### config.mk
export PLATFORM = sky130hd
export DESIGN_NAME = samp_timing_seq
export DESIGN_NICKNAME = d
export VERILOG_FILES = /design/src/rtl/samp_timing_pkg.sv /design/src/rtl/samp_timing_path.sv /design/src/rtl/samp_timing_ctrl.sv /design/src/rtl/samp_timing_seq.sv
export SDC_FILE = /design/constraint.sdc
export NUM_CORES = 1
export LEC_CHECK = 0
export ABC_AREA = 0
export BUFFER_PORTS_ARGS = -buffer_cell sky130_fd_sc_hd__clkbuf_2
export CAP_MARGIN = 15
export CORE_MARGIN = 2
export CORE_UTILIZATION = 25
export CTS_BUF_LIST = sky130_fd_sc_hd__clkbuf_2 sky130_fd_sc_hd__clkbuf_4 sky130_fd_sc_hd__clkbuf_8
export CTS_CLUSTER_DIAMETER = 50
export DETAILED_ROUTE_END_ITERATION = 12
export PLACE_DENSITY = 0.5
export SKIP_CTS_REPAIR_TIMING = 1
export SYNTH_ARGS = -nofsm -noshare
export SYNTH_HDL_FRONTEND = slang
export SYNTH_SLANG_ARGS = --single-unit
export TNS_END_PERCENT = 5
### constraint.sdc
create_clock -name clk -period 3.45 [get_ports clk]
set_clock_uncertainty 0.05 [all_clocks]
set_input_delay 0.345 -clock clk [delete_from_list [all_inputs] [get_ports clk]]
set_output_delay 0.345 -clock clk [all_outputs]
set_load 0.02 [all_outputs]
### src/rtl/samp_timing_pkg.sv
package samp_timing_pkg;

  localparam logic [7:0] ADDR_CLK_CTRL   = 8'h08;
  localparam logic [7:0] ADDR_EXT_TIMING = 8'h0C;
  localparam logic [7:0] ADDR_SHIFT_EN   = 8'h10;

  localparam logic [3:0] MODE_SDR50  = 4'd5;
  localparam logic [3:0] MODE_SDR104 = 4'd6;

  localparam logic [4:0] SHIFT_LO = 5'd4;
  localparam logic [4:0] SHIFT_HI = 5'd12;
  localparam logic [4:0] DLY_LO   = 5'd11;
  localparam logic [4:0] DLY_HI   = 5'd14;

  localparam logic [3:0] CLK_DIV_VAL = 4'd7;

  typedef enum logic [1:0] {W_GATE, W_EXT, W_SHIFT, W_CLK} wordSel_e;

  typedef struct packed {
    logic     capture;
    logic     wrEn;
    wordSel_e sel;
  } seqCmd_t;

  typedef struct packed {
    logic [4:0] drv;
    logic [4:0] dly;
    logic [4:0] pmax;
    logic [4:0] pmin;
  } modeEnt_t;

  function automatic modeEnt_t mode_lookup(input logic isSdio, input logic [3:0] mode);
    modeEnt_t e;
    e = '0;
    if (!isSdio) begin
      case (mode)
        4'd0: e = {5'd7, 5'd0, 5'd15, 5'd15};
        4'd1: e = {5'd6, 5'd0, 5'd4,  5'd4};
        4'd2: e = {5'd6, 5'd0, 5'd3,  5'd3};
        4'd3: e = {5'd6, 5'd0, 5'd15, 5'd15};
        4'd4: e = {5'd6, 5'd0, 5'd2,  5'd2};
        4'd5: e = {5'd4, 5'd0, 5'd11, 5'd0};
        4'd6: e = {5'd6, 5'd4, 5'd15, 5'd0};
        default: e = '0;
      endcase
    end else begin
      case (mode)
        4'd0: e = {5'd7, 5'd0, 5'd15, 5'd15};
        4'd2: e = {5'd6, 5'd0, 5'd15, 5'd15};
        4'd3: e = {5'd6, 5'd0, 5'd15, 5'd15};
        4'd4: e = {5'd6, 5'd0, 5'd0,  5'd0};
        4'd5: e = {5'd4, 5'd0, 5'd12, 5'd0};
        4'd6: e = {5'd5, 5'd4, 5'd15, 5'd0};
        default: e = '0;
      endcase
    end
    return e;
  endfunction

endpackage

### src/rtl/samp_timing_path.sv
module samp_timing_path
  import samp_timing_pkg::*;
(
  input  logic        clk,
  input  logic        rstN,
  input  seqCmd_t     cmd,
  input  logic        isSdio,
  input  logic [3:0]  modeIdx,
  input  logic [4:0]  phaseIn,
  input  logic        useDefault,
  output logic [7:0]  wrAddr,
  output logic [31:0] wrData
);

  modeEnt_t   ent;
  logic [5:0] winSum;
  logic [4:0] phaseNext;
  logic       inShiftWin;
  logic       inDlyWin;
  logic       shiftNext;
  logic       useDlyNext;

  logic [4:0] phaseR;
  logic [4:0] drvR;
  logic [4:0] dlyR;
  logic       shiftR;
  logic       useDlyR;

  always_comb begin
    ent        = mode_lookup(isSdio, modeIdx);
    winSum     = {1'b0, ent.pmax} + {1'b0, ent.pmin};
    phaseNext  = useDefault ? winSum[5:1] : phaseIn;
    inShiftWin = (phaseNext >= SHIFT_LO) && (phaseNext <= SHIFT_HI);
    inDlyWin   = (phaseNext >= DLY_LO) && (phaseNext <= DLY_HI);
    shiftNext  = ((modeIdx == MODE_SDR50) || (modeIdx == MODE_SDR104)) && inShiftWin;
    useDlyNext = (modeIdx == MODE_SDR104) && inDlyWin;
  end

  always_ff @(posedge clk) begin
    if (!rstN) begin
      phaseR  <= '0;
      drvR    <= '0;
      dlyR    <= '0;
      shiftR  <= 1'b0;
      useDlyR <= 1'b0;
    end else if (cmd.capture) begin
      phaseR  <= phaseNext;
      drvR    <= ent.drv;
      dlyR    <= ent.dly;
      shiftR  <= shiftNext;
      useDlyR <= useDlyNext;
    end
  end

  always_comb begin
    wrAddr = '0;
    wrData = '0;
    if (cmd.wrEn) begin
      case (cmd.sel)
        W_GATE: begin
          wrAddr = ADDR_CLK_CTRL;
          wrData = '0;
        end
        W_EXT: begin
          wrAddr = ADDR_EXT_TIMING;
          wrData = {1'b0, dlyR, drvR, phaseR, 16'h0000};
        end
        W_SHIFT: begin
          wrAddr = ADDR_SHIFT_EN;
          wrData = {31'd0, shiftR};
        end
        default: begin
          wrAddr = ADDR_CLK_CTRL;
          wrData = {15'd0, 1'b1, 2'b00, useDlyR, 1'b0, CLK_DIV_VAL, 8'h00};
        end
      endcase
    end
  end

  // Captured flags must agree with the captured phase.
  p_usedly_window_r10: assert property (@(posedge clk) disable iff (!rstN)
    useDlyR |-> (phaseR >= DLY_LO) && (phaseR <= DLY_HI));
  p_shift_window_r10: assert property (@(posedge clk) disable iff (!rstN)
    shiftR |-> (phaseR >= SHIFT_LO) && (phaseR <= SHIFT_HI));

endmodule

### src/rtl/samp_timing_ctrl.sv
module samp_timing_ctrl
  import samp_timing_pkg::*;
#(
  parameter int SHORT_CYC = 300,
  parameter int LONG_CYC  = 50000,
  localparam int CNT_W = $clog2(LONG_CYC + 1)
) (
  input  logic    clk,
  input  logic    rstN,
  input  logic    start,
  output seqCmd_t cmd,
  output logic    busy,
  output logic    done
);

  typedef enum logic [2:0] {
    S_IDLE, S_GATE, S_SETTLE, S_EXT, S_SHIFT, S_CLK, S_HOLD, S_DONE
  } state_e;

  state_e     state;
  logic [CNT_W-1:0] waitCnt;

  always_ff @(posedge clk) begin
    if (!rstN) begin
      state   <= S_IDLE;
      waitCnt <= '0;
    end else begin
      case (state)
        S_IDLE:   if (start) state <= S_GATE;
        S_GATE: begin
          waitCnt <= CNT_W'(SHORT_CYC - 1);
          state   <= S_SETTLE;
        end
        S_SETTLE: if (waitCnt == '0) state <= S_EXT;
                  else waitCnt <= waitCnt - 1'b1;
        S_EXT:    state <= S_SHIFT;
        S_SHIFT:  state <= S_CLK;
        S_CLK: begin
          waitCnt <= CNT_W'(LONG_CYC - 1);
          state   <= S_HOLD;
        end
        S_HOLD:   if (waitCnt == '0) state <= S_DONE;
                  else waitCnt <= waitCnt - 1'b1;
        default:  state <= S_IDLE;
      endcase
    end
  end

  always_comb begin
    cmd.capture = (state == S_IDLE) && start;
    cmd.wrEn    = 1'b0;
    cmd.sel     = W_GATE;
    case (state)
      S_GATE:  begin cmd.wrEn = 1'b1; cmd.sel = W_GATE;  end
      S_EXT:   begin cmd.wrEn = 1'b1; cmd.sel = W_EXT;   end
      S_SHIFT: begin cmd.wrEn = 1'b1; cmd.sel = W_SHIFT; end
      S_CLK:   begin cmd.wrEn = 1'b1; cmd.sel = W_CLK;   end
      default: ;
    endcase
    busy = (state != S_IDLE);
    done = (state == S_DONE);
  end

  // Wait counter never starts a settle window above its load value.
  p_wait_bound_r7: assert property (@(posedge clk) disable iff (!rstN)
    (state == S_HOLD) |-> (waitCnt < CNT_W'(LONG_CYC)));

endmodule

### src/rtl/samp_timing_seq.sv
module samp_timing_seq
  import samp_timing_pkg::*;
#(
  parameter int CLK_HZ    = 50_000_000,
  parameter int SETTLE_US = 6,
  parameter int HOLD_US   = 1000
) (
  input  logic        clk,
  input  logic        rstN,
  input  logic        start,
  input  logic        isSdio,
  input  logic [3:0]  modeIdx,
  input  logic [4:0]  phaseIn,
  input  logic        useDefault,
  output logic        wrEn,
  output logic [7:0]  wrAddr,
  output logic [31:0] wrData,
  output logic        busy,
  output logic        done
);

  localparam int CYC_PER_US = CLK_HZ / 1_000_000;
  localparam int SHORT_CYC  = SETTLE_US * CYC_PER_US;
  localparam int LONG_CYC   = HOLD_US * CYC_PER_US;

  seqCmd_t cmd;

  samp_timing_ctrl #(
    .SHORT_CYC(SHORT_CYC),
    .LONG_CYC (LONG_CYC)
  ) u_ctrl (
    .clk  (clk),
    .rstN (rstN),
    .start(start),
    .cmd  (cmd),
    .busy (busy),
    .done (done)
  );

  samp_timing_path u_path (
    .clk       (clk),
    .rstN      (rstN),
    .cmd       (cmd),
    .isSdio    (isSdio),
    .modeIdx   (modeIdx),
    .phaseIn   (phaseIn),
    .useDefault(useDefault),
    .wrAddr    (wrAddr),
    .wrData    (wrData)
  );

  assign wrEn = cmd.wrEn;

  p_idle_quiet_r1: assert property (@(posedge clk) disable iff (!rstN)
    !busy |-> !wrEn);
  p_ext_then_shift_r5: assert property (@(posedge clk) disable iff (!rstN)
    (wrEn && wrAddr == ADDR_EXT_TIMING) |=> (wrEn && wrAddr == ADDR_SHIFT_EN));
  p_shift_then_clk_r6: assert property (@(posedge clk) disable iff (!rstN)
    (wrEn && wrAddr == ADDR_SHIFT_EN) |=> (wrEn && wrAddr == ADDR_CLK_CTRL && wrData[16]));
  p_done_single_r7: assert property (@(posedge clk) disable iff (!rstN)
    done |=> (!done && !busy));
  p_no_restart_r11: assert property (@(posedge clk) disable iff (!rstN)
    (busy && start) |=> !(wrEn && wrAddr == ADDR_CLK_CTRL && wrData == 32'd0));

endmodule

==> reports/metrics.cfg, run 1 <==
[timing]
fin_ws_ns = 0.7853
timing.final.crit_share = 0.7724
relSlewSlack = 0.5676
slew_viol_final = 0
worstMarginPinSlew_ns = 0.6472
rsz0062_at_grt = false
layout_min_cycle_time_ns = 2.665
setup_tns_ns = 0
hold_viol_final = 0
finalSetupViolations = 0
fmax_ghz = 0.3753

[clock_tree]
cts_root_buf = clkbuf_8
cts_buffer_depth = 2
clock_latency_ns = 0.28
cts_tree = built
clk_pin_slew_ns = 0.07
numCtsBuffers = 5
htreeDepth = 2
cts_sinks = 30

[detailed_routing]
ant_nets = 0
drt-total-wl_um = 5350
via_per_inst = 4.763
drc = 0
drt_iter0_markers = 78
wl_per_cell_um = 12.80
firstDrtPassIters = 4
num_vias = 1991

[layout]
n_antenna_cell = 0
syn_to_final_growth_pct = 11.59
final_area_um2 = 2457
final_cells = 418
nets = 329
final_common_cell = clkbuf_2
layout_common_cells = clkbuf_2 (33), nor2_1 (31), dfxtp_1 (30)
drive_above_1_share = 0.1774

[power]
pwr-share-seq = 0.338
power.density_nw_per_um2 = 550.4
power.switching_w = 0.0005491
swShare = 0.4060
irDropWorstVdd_mv = 0.2146
p_clk_frac = 0.268
comb_power_share = 0.394
total_power_w = 0.001352
intPower_w = 0.0008033
power.leakage_nw = 1.055

[die]
rows = 34
initial_utilization = 0.2550
die-area_um2 = 9576
die_h_um = 97.86
ioPinCount = 57
die_x_um = 97.86
coreArea_um2 = 8636

[placement]
place_congestion = 0.8511
place_ws_ns = 0.5019
port_buffers = 33
place_inst = 411
dp_hpwl_um = 4034
dpl_cell_area_um2 = 2345

[worst_setup_path]
cp-end-kind = flop
arrival_ns = 2.84
worst_setup_path_start_kind = primary input
path_class = primary input to flop
cp.required_ns = 3.63
cp_max_fo = 11

[grt]
antenna_found_initial = 0
grt_max_degree = 20
grt_pass1_vias = 1830
grt_overflow = 0
grt_use_total = 0.1129
grt_pass1_wl_um = 8873

[synth]
synthArstFlopShare = 0
yosys_warnings = 0
synth_top_cell_by_area = dfxtp_1
syn_inst = 286
yosys-top-cells-area = dfxtp_1 (27%), buf_4 (8.5%), nor2_1 (5.3%)
avgSynthCellArea_um2 = 7.700
synth_cell_types = 56
synth_top_area_frac = 0.2727
seq_area_frac_synth = 0.2727
syn-cell-area_um2 = 2202
synth_edf_count = 0
synth-seq-cells = 30
synth_flop_cell = dfxtp_1

[hold_path]
hold_path.class = primary input to flop

[flow_run]
cap_viol_max_count = 0

[outcome]
status = completed

## layer usage
layer / vias to the layer above / track usage / wire, um / part of all wire
met5: - / 0 / 0 / 0
met3: 2 / 0.03364 / 309 / 0.058
met4: 0 / 0.02671 / 27 / 0.0050
met1: 930 / 0.1452 / 2447 / 0.46
met2: 43 / 0.1865 / 2566 / 0.48
li1: 1016 / - / - / -
## synth_stat cells (all sizes together) (3+ instances only)
cell     instances
inv             11
and3             5
nor3            13
dfxtp           30
nor4b            3
o2111ai          5
and2            13
nand2b           4
clkbuf          11
nand3            8
a31oi            5
nand2           19
ha               4
nor2            31
a211oi           6
o31ai            3
nor4             4
buf             29
nor2b            8
o21ai            8
mux2i            4
a21oi           21
nand4            4
xor2             5
## registers in the layout, summed over array words and instances, names as in the netlist
register and count:
u_path.useDlyR 1, u_path.phaseR 5, u_path.shiftR 1, u_ctrl.waitCnt 16
u_ctrl.state 3, u_path.drvR 3, u_path.dlyR 1
## power groups by stage
stage | sequential [W] | combinational, W | clock [W]
final | 0.000457 | 0.000533 | 0.000363
after global routing | 0.000465 | 0.000590 | 0.000391
after CTS | 0.000457 | 0.000530 | 0.000373
after detailed placement | 0.000464 | 0.000528 | 0
after global placement | 0.000463 | 0.000522 | 0
after floorplan | 0.000445 | 0.000440 | 0
## cells by family (layout without fill, tap and decap cells)
kind of cell / count (synthesis) / count (layout) / share of synthesized area
compound gates: 65 / 65 / 0.1972
xor+xnor: 7 / 7 / 0.02784
fa+ha+maj: 5 / 5 / 0.03182
buf+inv: 52 / 54 / 0.1364
flops: 30 / 30 / 0.2727
mux: 5 / 5 / 0.02330
other cells: 1 / 23 / 0.001703
simple gates: 121 / 121 / 0.3091
## worst max-delay path, cell delays in order
cell,delay (ns)
clkbuf_2,0.19
or2b_1,0.27
o211ai_1,0.22
a21oi_1,0.09
or2_2,0.28
ha_1,0.33
nand2_1,0.06
a311o_1,0.26
and3_1,0.19
or4b_1,0.51
nand3_1,0.09
## cell type report
cell class	count	area, um^2
clock inverter	1	30.03
multi-input combinational	226	1384
fill	948	6178
timing repair buffer	35	180.2
sequential	30	600.6
inverter	12	45.04
clock buffer	6	82.58
tap	108	135.1
## worst paths after layout
check                                 start                              end  slack, ns  depth (start not counted)
max                              modeIdx[1]      u_path.useDlyR$_SDFFE_PN0P_       0.79                         11
min                                   start     u_ctrl.state[0]$_SDFFE_PN0P_       0.37                          2
max reg2reg  u_ctrl.waitCnt[0]$_SDFFE_PN0P_  u_ctrl.waitCnt[12]$_SDFFE_PN0P_       1.28                          6
min reg2reg     u_path.drvR[2]$_SDFFE_PN0P_      u_path.drvR[2]$_SDFFE_PN0P_       0.41                          2
## per-stage QoR
step	hold slack, ns	utilization
5_1_grt	0.3678	0.2846
3_5_place_dp	0.4044	0.2715
6_report	0.3694	0.2846
4_1_cts	0.3533	0.2846
3_3_place_gp	0.4005	0.2715
2_1_floorplan	0.3817	-
No activity file was read; power rests on OpenSTA's default activity.
==> run 2, diff against run 1 <==
==> constraint.sdc (replaced) <==
create_clock -name clk -period 2.58 [get_ports clk]
set_clock_uncertainty 0.05 [all_clocks]
set_input_delay 0.258 -clock clk [delete_from_list [all_inputs] [get_ports clk]]
set_output_delay 0.258 -clock clk [all_outputs]
set_load 0.02 [all_outputs]
==> run 2 against run 1 <==
  * Die area did not move
  * Utilization rose by 2.1 points
  * Design area is 7.2% higher
  * Clock power is 33% higher
  * Power up 37%
==> reports/metrics.cfg, run 2 (synthesized netlist as in run 1, its figures left out) <==
[timing]
slew_viol_final = 0  ; unchanged
timing.final.crit_share = 0.9190
rsz0062_at_grt = false
relSlewSlack = 0.6176  ; +0.04993
whs_ns = 0.2937  ; -0.07568 ns
finalSetupViolations = 0  ; unchanged
hold_viol_final = 0  ; unchanged
layout_min_cycle_time_ns = 2.371
fmax_ghz = 0.4218
worstMarginPinSlew_ns = 0.5676  ; -0.07956 ns

[die]
rows = 34  ; unchanged
die_x_um = 97.86  ; unchanged
ioPinCount = 57  ; unchanged
coreArea_um2 = 8636  ; unchanged
initial_utilization = 0.2550  ; unchanged
die_h_um = 97.86  ; unchanged
die-area_um2 = 9576  ; unchanged

[detailed_routing]
drc = 0  ; unchanged
ant_nets = 0  ; unchanged
drt_iter0_markers = 50  ; -36%
via_per_inst = 4.677  ; -1.8%
num_vias = 2044  ; +2.7%
wl_per_cell_um = 12.55  ; -1.9%
drt-total-wl_um = 5485  ; +2.5%
firstDrtPassIters = 4  ; unchanged

[layout]
syn_to_final_growth_pct = 19.66
drive_above_1_share = 0.2401  ; +0.06270
multi_input_area_um2 = 1425  ; +3.0%
fin_util = 0.3051  ; +0.02057
nFillCells = 944  ; -0.42%
largest_register_ffs = 16  ; unchanged
top_register = u_ctrl.waitCnt
regArea_um2 = 600.6  ; unchanged
layout_common_cells = clkbuf_2 (33), nor2_1 (31), dfxtp_1 (30)
nets = 347  ; +5.5%
final_common_cell = clkbuf_2
reg_top3 = u_ctrl.waitCnt (16), u_path.phaseR (5)
n_antenna_cell = 0  ; unchanged

[grt]
grt_use_total = 0.1096  ; -0.003310
grt.busiest_layer = met2
use_met2 = 0.1797  ; -0.006849
met1_usage = 0.1495  ; +0.004244
grt_max_degree = 15  ; -25%
antenna_found_initial = 0  ; unchanged
grt_overflow = 0  ; unchanged
grt_pass1_vias = 1811  ; -1.0%
grt_pass1_wl_um = 8700  ; -1.9%
gr-usage-met3 = 0.02076  ; -0.01288

[clock_tree]
cts_tree = built
htreeDepth = 2  ; unchanged
clk_pin_slew_ns = 0.06  ; about the same
cts_sinks = 30  ; unchanged
cts_buffer_depth = 2  ; unchanged
numCtsBuffers = 5  ; unchanged
cts_root_buf = clkbuf_8
clock_latency_ns = 0.28  ; about the same

[power]
power.density_nw_per_um2 = 702.7  ; +28%
power.leakage_nw = 1.144  ; +8.4%
irDropWorstVdd_mv = 0.2644  ; +23%

[worst_setup_path]
cp.required_ns = 2.75  ; -0.88 ns
worst_setup_path_start_kind = primary input
max_stage_delay_ns = 0.49  ; -0.02 ns
path_class = primary input to flop
crit_buf_inv = 1  ; unchanged
cp_top_family = simple AND/OR/NAND/NOR gates
cp_cell_sequence = clkbuf_2, or2b_1, o211ai_1, a21oi_2, or2_4, ha_4, nand2_1, a311o_1, and3_4, or4b_1, nand3_1
crit_path_top_delay_cell = or4b_1
arrival_ns = 2.54  ; -0.30 ns
cp_max_fo = 7  ; -4
cp-end-kind = flop

[outcome]
status = completed

[placement]
port_buffers = 33  ; unchanged
place_congestion = 0.8407  ; -1.2%
dp_hpwl_um = 4231  ; +4.9%

[hold_path]
hold_path.class = primary input to flop

[flow_run]
cap_viol_max_count = 0  ; unchanged

[run 2: cell count changes in the layout (fill, tap and decap cells not counted)]
cell      delta
or2_4        +1
a211oi_2     +1
or2_2        -1
ha_1         -2
and3_4       +1
ha_4         +2
a211oi_1     -1
a21oi_1      -1
clkbuf_4     +2
and3_1       -1
a21oi_2      +1
buf_4       +18
clkbuf_8     -1
[run 2: per-stage QoR]
step	TNS (ns)	instances	area [um^2]	total power, W	setup WS, ns
floorplan	0	308	2336	0.001195	0.005494
global placement	-0.03770	429	2521	0.001363	-0.03770
detailed placement	-0.05189	429	2521	0.001371	-0.05189
CTS	0	437	2635	0.001860	0.2209
global route	0	437	2635	0.001975	0.06766
finish	0	437	2635	0.001852	0.2089
[run 2: cell type report]
class	count	share of cell area
Inverter	12	0.01709
Tap cell	108	0.05128
Sequential cell	30	0.2279
Timing Repair Buffer	53	0.1197
Clock buffer	7	0.03181
Clock inverter	1	0.01140
Multi-Input combinational cell	226	0.5408
[run 2: worst paths after layout]
check | from | end | slack [ns] | cells after the start
hold reg to reg | u_path.drvR[2]$_SDFFE_PN0P_ | u_path.drvR[2]$_SDFFE_PN0P_ | 0.41 | 2
hold / removal | start | u_ctrl.state[0]$_SDFFE_PN0P_ | 0.29 | 2
setup / recovery | modeIdx[1] | u_path.useDlyR$_SDFFE_PN0P_ | 0.21 | 11
setup reg to reg | u_ctrl.waitCnt[0]$_SDFFE_PN0P_ | u_ctrl.waitCnt[12]$_SDFFE_PN0P_ | 0.45 | 6
[run 2: per-layer routing]
| metal | wire length [um] | vias up |
|---|---|---|
| met5 | 0 | - |
| met4 | 29 | 0 |
| met3 | 275 | 2 |
| met2 | 2662 | 48 |
| met1 | 2518 | 950 |
| li1 | - | 1044 |
[run 2: report_power, final]
| part | internal (W) | leakage, nW | switching (W) |
|---|---|---|---|
| Sequential | 0.000535 | 0.245 | 0.0000781 |
| Combinational | 0.000269 | 0.840 | 0.000487 |
| Clock | 0.000310 | 0.0593 | 0.000173 |
==> run 3, diff against run 2 <==
--- a/config.mk
+++ b/config.mk
@@ -13,7 +13,9 @@
 export CTS_BUF_LIST = sky130_fd_sc_hd__clkbuf_2 sky130_fd_sc_hd__clkbuf_4 sky130_fd_sc_hd__clkbuf_8
 export CTS_CLUSTER_DIAMETER = 50
 export DETAILED_ROUTE_END_ITERATION = 12
-export PLACE_DENSITY = 0.5
+export GPL_TIMING_DRIVEN = 1
+export HOLD_SLACK_MARGIN = 0.1
+export PLACE_DENSITY = 0.51
 export SKIP_CTS_REPAIR_TIMING = 1
 export SYNTH_ARGS = -nofsm -noshare
 export SYNTH_HDL_FRONTEND = slang
==> constraint.sdc (replaced) <==
create_clock -name clk -period 2 [get_ports clk]
set_clock_uncertainty 0.05 [all_clocks]
set_input_delay 0.2 -clock clk [delete_from_list [all_inputs] [get_ports clk]]
set_output_delay 0.2 -clock clk [all_outputs]
set_load 0.02 [all_outputs]
==> run 3 against run 2 <==
  * The flow now finishes with violations (negative setup slack)
  * First-iteration DRC count up 80%
  * Non-clock buffer count rose by 22
  * Wire length fell by 0.29%
  * Combinational power is 51% higher
  * Critical path type unchanged
  * Largest cell class unchanged
  * Largest power group unchanged
==> reports/metrics.cfg, run 3 (synthesized netlist as in run 1, its figures left out) <==
[power]
total_power_w = 0.002550  ; +38%
irDropWorstVdd_mv = 0.3557  ; +35%
power.leakage_nw = 1.260  ; +10%
power.density_nw_per_um2 = 899.2  ; +28%

[die]
coreArea_um2 = 8636  ; unchanged
die_h_um = 97.86  ; unchanged
initial_utilization = 0.2550  ; unchanged
rows = 34  ; unchanged
die_x_um = 97.86  ; unchanged
die-area_um2 = 9576  ; unchanged
ioPinCount = 57  ; unchanged

[clock_tree]
clock_latency_ns = 0.28  ; about the same
cts_tree = built
cts_sinks = 30  ; unchanged
numCtsBuffers = 5  ; unchanged
htreeDepth = 2  ; unchanged
cts_buffer_depth = 2  ; unchanged
cts_root_buf = clkbuf_8
clk_pin_slew_ns = 0.07  ; about the same

[timing]
timing.final.crit_share = 1.121
relSlewSlack = 0.6667  ; +0.04909
hold_viol_final = 0  ; unchanged
worstMarginPinSlew_ns = 0.4874  ; -0.08023 ns
finalSetupViolations = 3  ; +3
slew_viol_final = 0  ; unchanged
layout_min_cycle_time_ns = 2.242
fin_ws_ns = -0.2424  ; -0.4514 ns
rsz0062_at_grt = true
fmax_ghz = 0.4459

[worst_setup_path]
worst_setup_path_start_kind = primary input
cp.required_ns = 2.18  ; -0.57 ns
cp_max_fo = 5  ; -2
cp-end-kind = flop
path_class = primary input to flop
arrival_ns = 2.42  ; -0.12 ns

[layout]
nFillCells = 915  ; -3.1%
n_antenna_cell = 0  ; unchanged
regArea_um2 = 601.8  ; +0.21%
largest_register_ffs = 16  ; unchanged
drive_above_1_share = 0.3134  ; +0.07327
reg_top3 = u_ctrl.waitCnt (16), u_path.phaseR (5)
top_register = u_ctrl.waitCnt
syn_to_final_growth_pct = 28.75
multi_input_area_um2 = 1454  ; +2.0%
layout_common_cells = buf_4 (44), nor2_1 (31), clkbuf_2 (31)
final_area_um2 = 2835  ; +7.6%
final_common_cell = buf_4
nets = 369  ; +6.3%

[detailed_routing]
num_vias = 2148  ; +5.1%
drt_iter0_markers = 90  ; +80%
drc = 0  ; unchanged
wl_per_cell_um = 11.92  ; -5.1%
ant_nets = 0  ; unchanged
firstDrtPassIters = 4  ; unchanged
via_per_inst = 4.680  ; about the same
drt-total-wl_um = 5469  ; -0.29%

[grt]
use_met2 = 0.1907  ; +0.01106
grt_overflow = 0  ; unchanged
met1_usage = 0.1477  ; -0.001748
gr-usage-met3 = 0.02792  ; +0.007158
grt_pass1_wl_um = 9128  ; +4.9%
grt_pass1_vias = 1963  ; +8.4%
grt_max_degree = 15  ; unchanged
antenna_found_initial = 0  ; unchanged
grt_use_total = 0.1148  ; +0.005213
grt.busiest_layer = met2

[outcome]
status = complete, but fails checks
violations = negative setup slack

[placement]
port_buffers = 33  ; unchanged
place_congestion = 0.8422  ; +0.18%
dp_hpwl_um = 4417  ; +4.4%
dpl_cell_area_um2 = 2689  ; +6.7%

[hold_path]
hold_path.class = primary input to flop

[flow_run]
cap_viol_max_count = 0  ; unchanged

==> run 3: cell count changes in the layout (fill, tap and decap cells not counted), sizes merged <==
cell and delta:
clkbuf -2, buf +24
==> run 3: final cells by class <==
class,instances,area share
clock buffer,7,0.02957
timing repair buffer,75,0.1712
tap,108,0.04766
sequential,30,0.2123
clock inverter,1,0.01059
multi-input combinational,226,0.5128
inverter,12,0.01589
==> run 3: path summary, 6_finish.rpt <==
| check | startpoint | to | slack (ns) | depth (start not counted) |
|---|---|---|---|---|
| worst max-delay path | modeIdx[0] | u_path.useDlyR$_SDFFE_PN0P_ | -0.24 | 11 |
| worst min-delay path | start | u_ctrl.state[0]$_SDFFE_PN0P_ | 0.21 | 2 |
| worst max register to register | u_ctrl.waitCnt[4]$_SDFFE_PN0P_ | u_ctrl.waitCnt[11]$_SDFFE_PN0P_ | 0.21 | 6 |
| worst min register to register | u_path.drvR[2]$_SDFFE_PN0P_ | u_path.drvR[2]$_SDFFE_PN0P_ | 0.41 | 2 |
==> run 3: critical path, cell delays in order <==
cell      delay [ns]
buf_4           0.13
or2b_1          0.24
o211ai_1        0.23
a21oi_2         0.06
or2_4           0.26
ha_4            0.28
nand2_1         0.05
a311o_1         0.27
and3_4          0.15
or4b_1          0.46
nand3_1         0.09
==> run 3: per-stage QoR <==
step | setup TNS, ns | setup WS [ns] | cells | util | hold slack [ns]
6_report | -0.3485 | -0.2424 | 459 | 0.3283 | 0.2105
5_1_grt | -0.7727 | -0.3761 | 459 | 0.3283 | 0.2277
4_1_cts | -0.4602 | -0.2607 | 459 | 0.3245 | 0.2047
3_5_place_dp | -1.889 | -0.5571 | 451 | 0.3114 | 0.3966
3_3_place_gp | -1.648 | -0.5181 | 451 | 0.3114 | 0.3884
2_1_floorplan | -0.8803 | -0.4814 | 308 | - | 0.3132
==> run 3: power by group <==
| part | leakage, nW | internal (W) | total (W) | switching (W) |
|---|---|---|---|---|
| Sequential | 0.245 | 0.000691 | 0.000775 | 0.0000847 |
| Clock | 0.0593 | 0.000400 | 0.000635 | 0.000235 |
| Combinational | 0.956 | 0.000468 | 0.00114 | 0.000671 |
==> run 3: per-layer routing <==
metal / wire, um / vias up
met1: 2620 / 997
met2: 2533 / 52
met5: 0 / -
met4: 57 / 0
li1: - / 1093
met3: 258 / 6
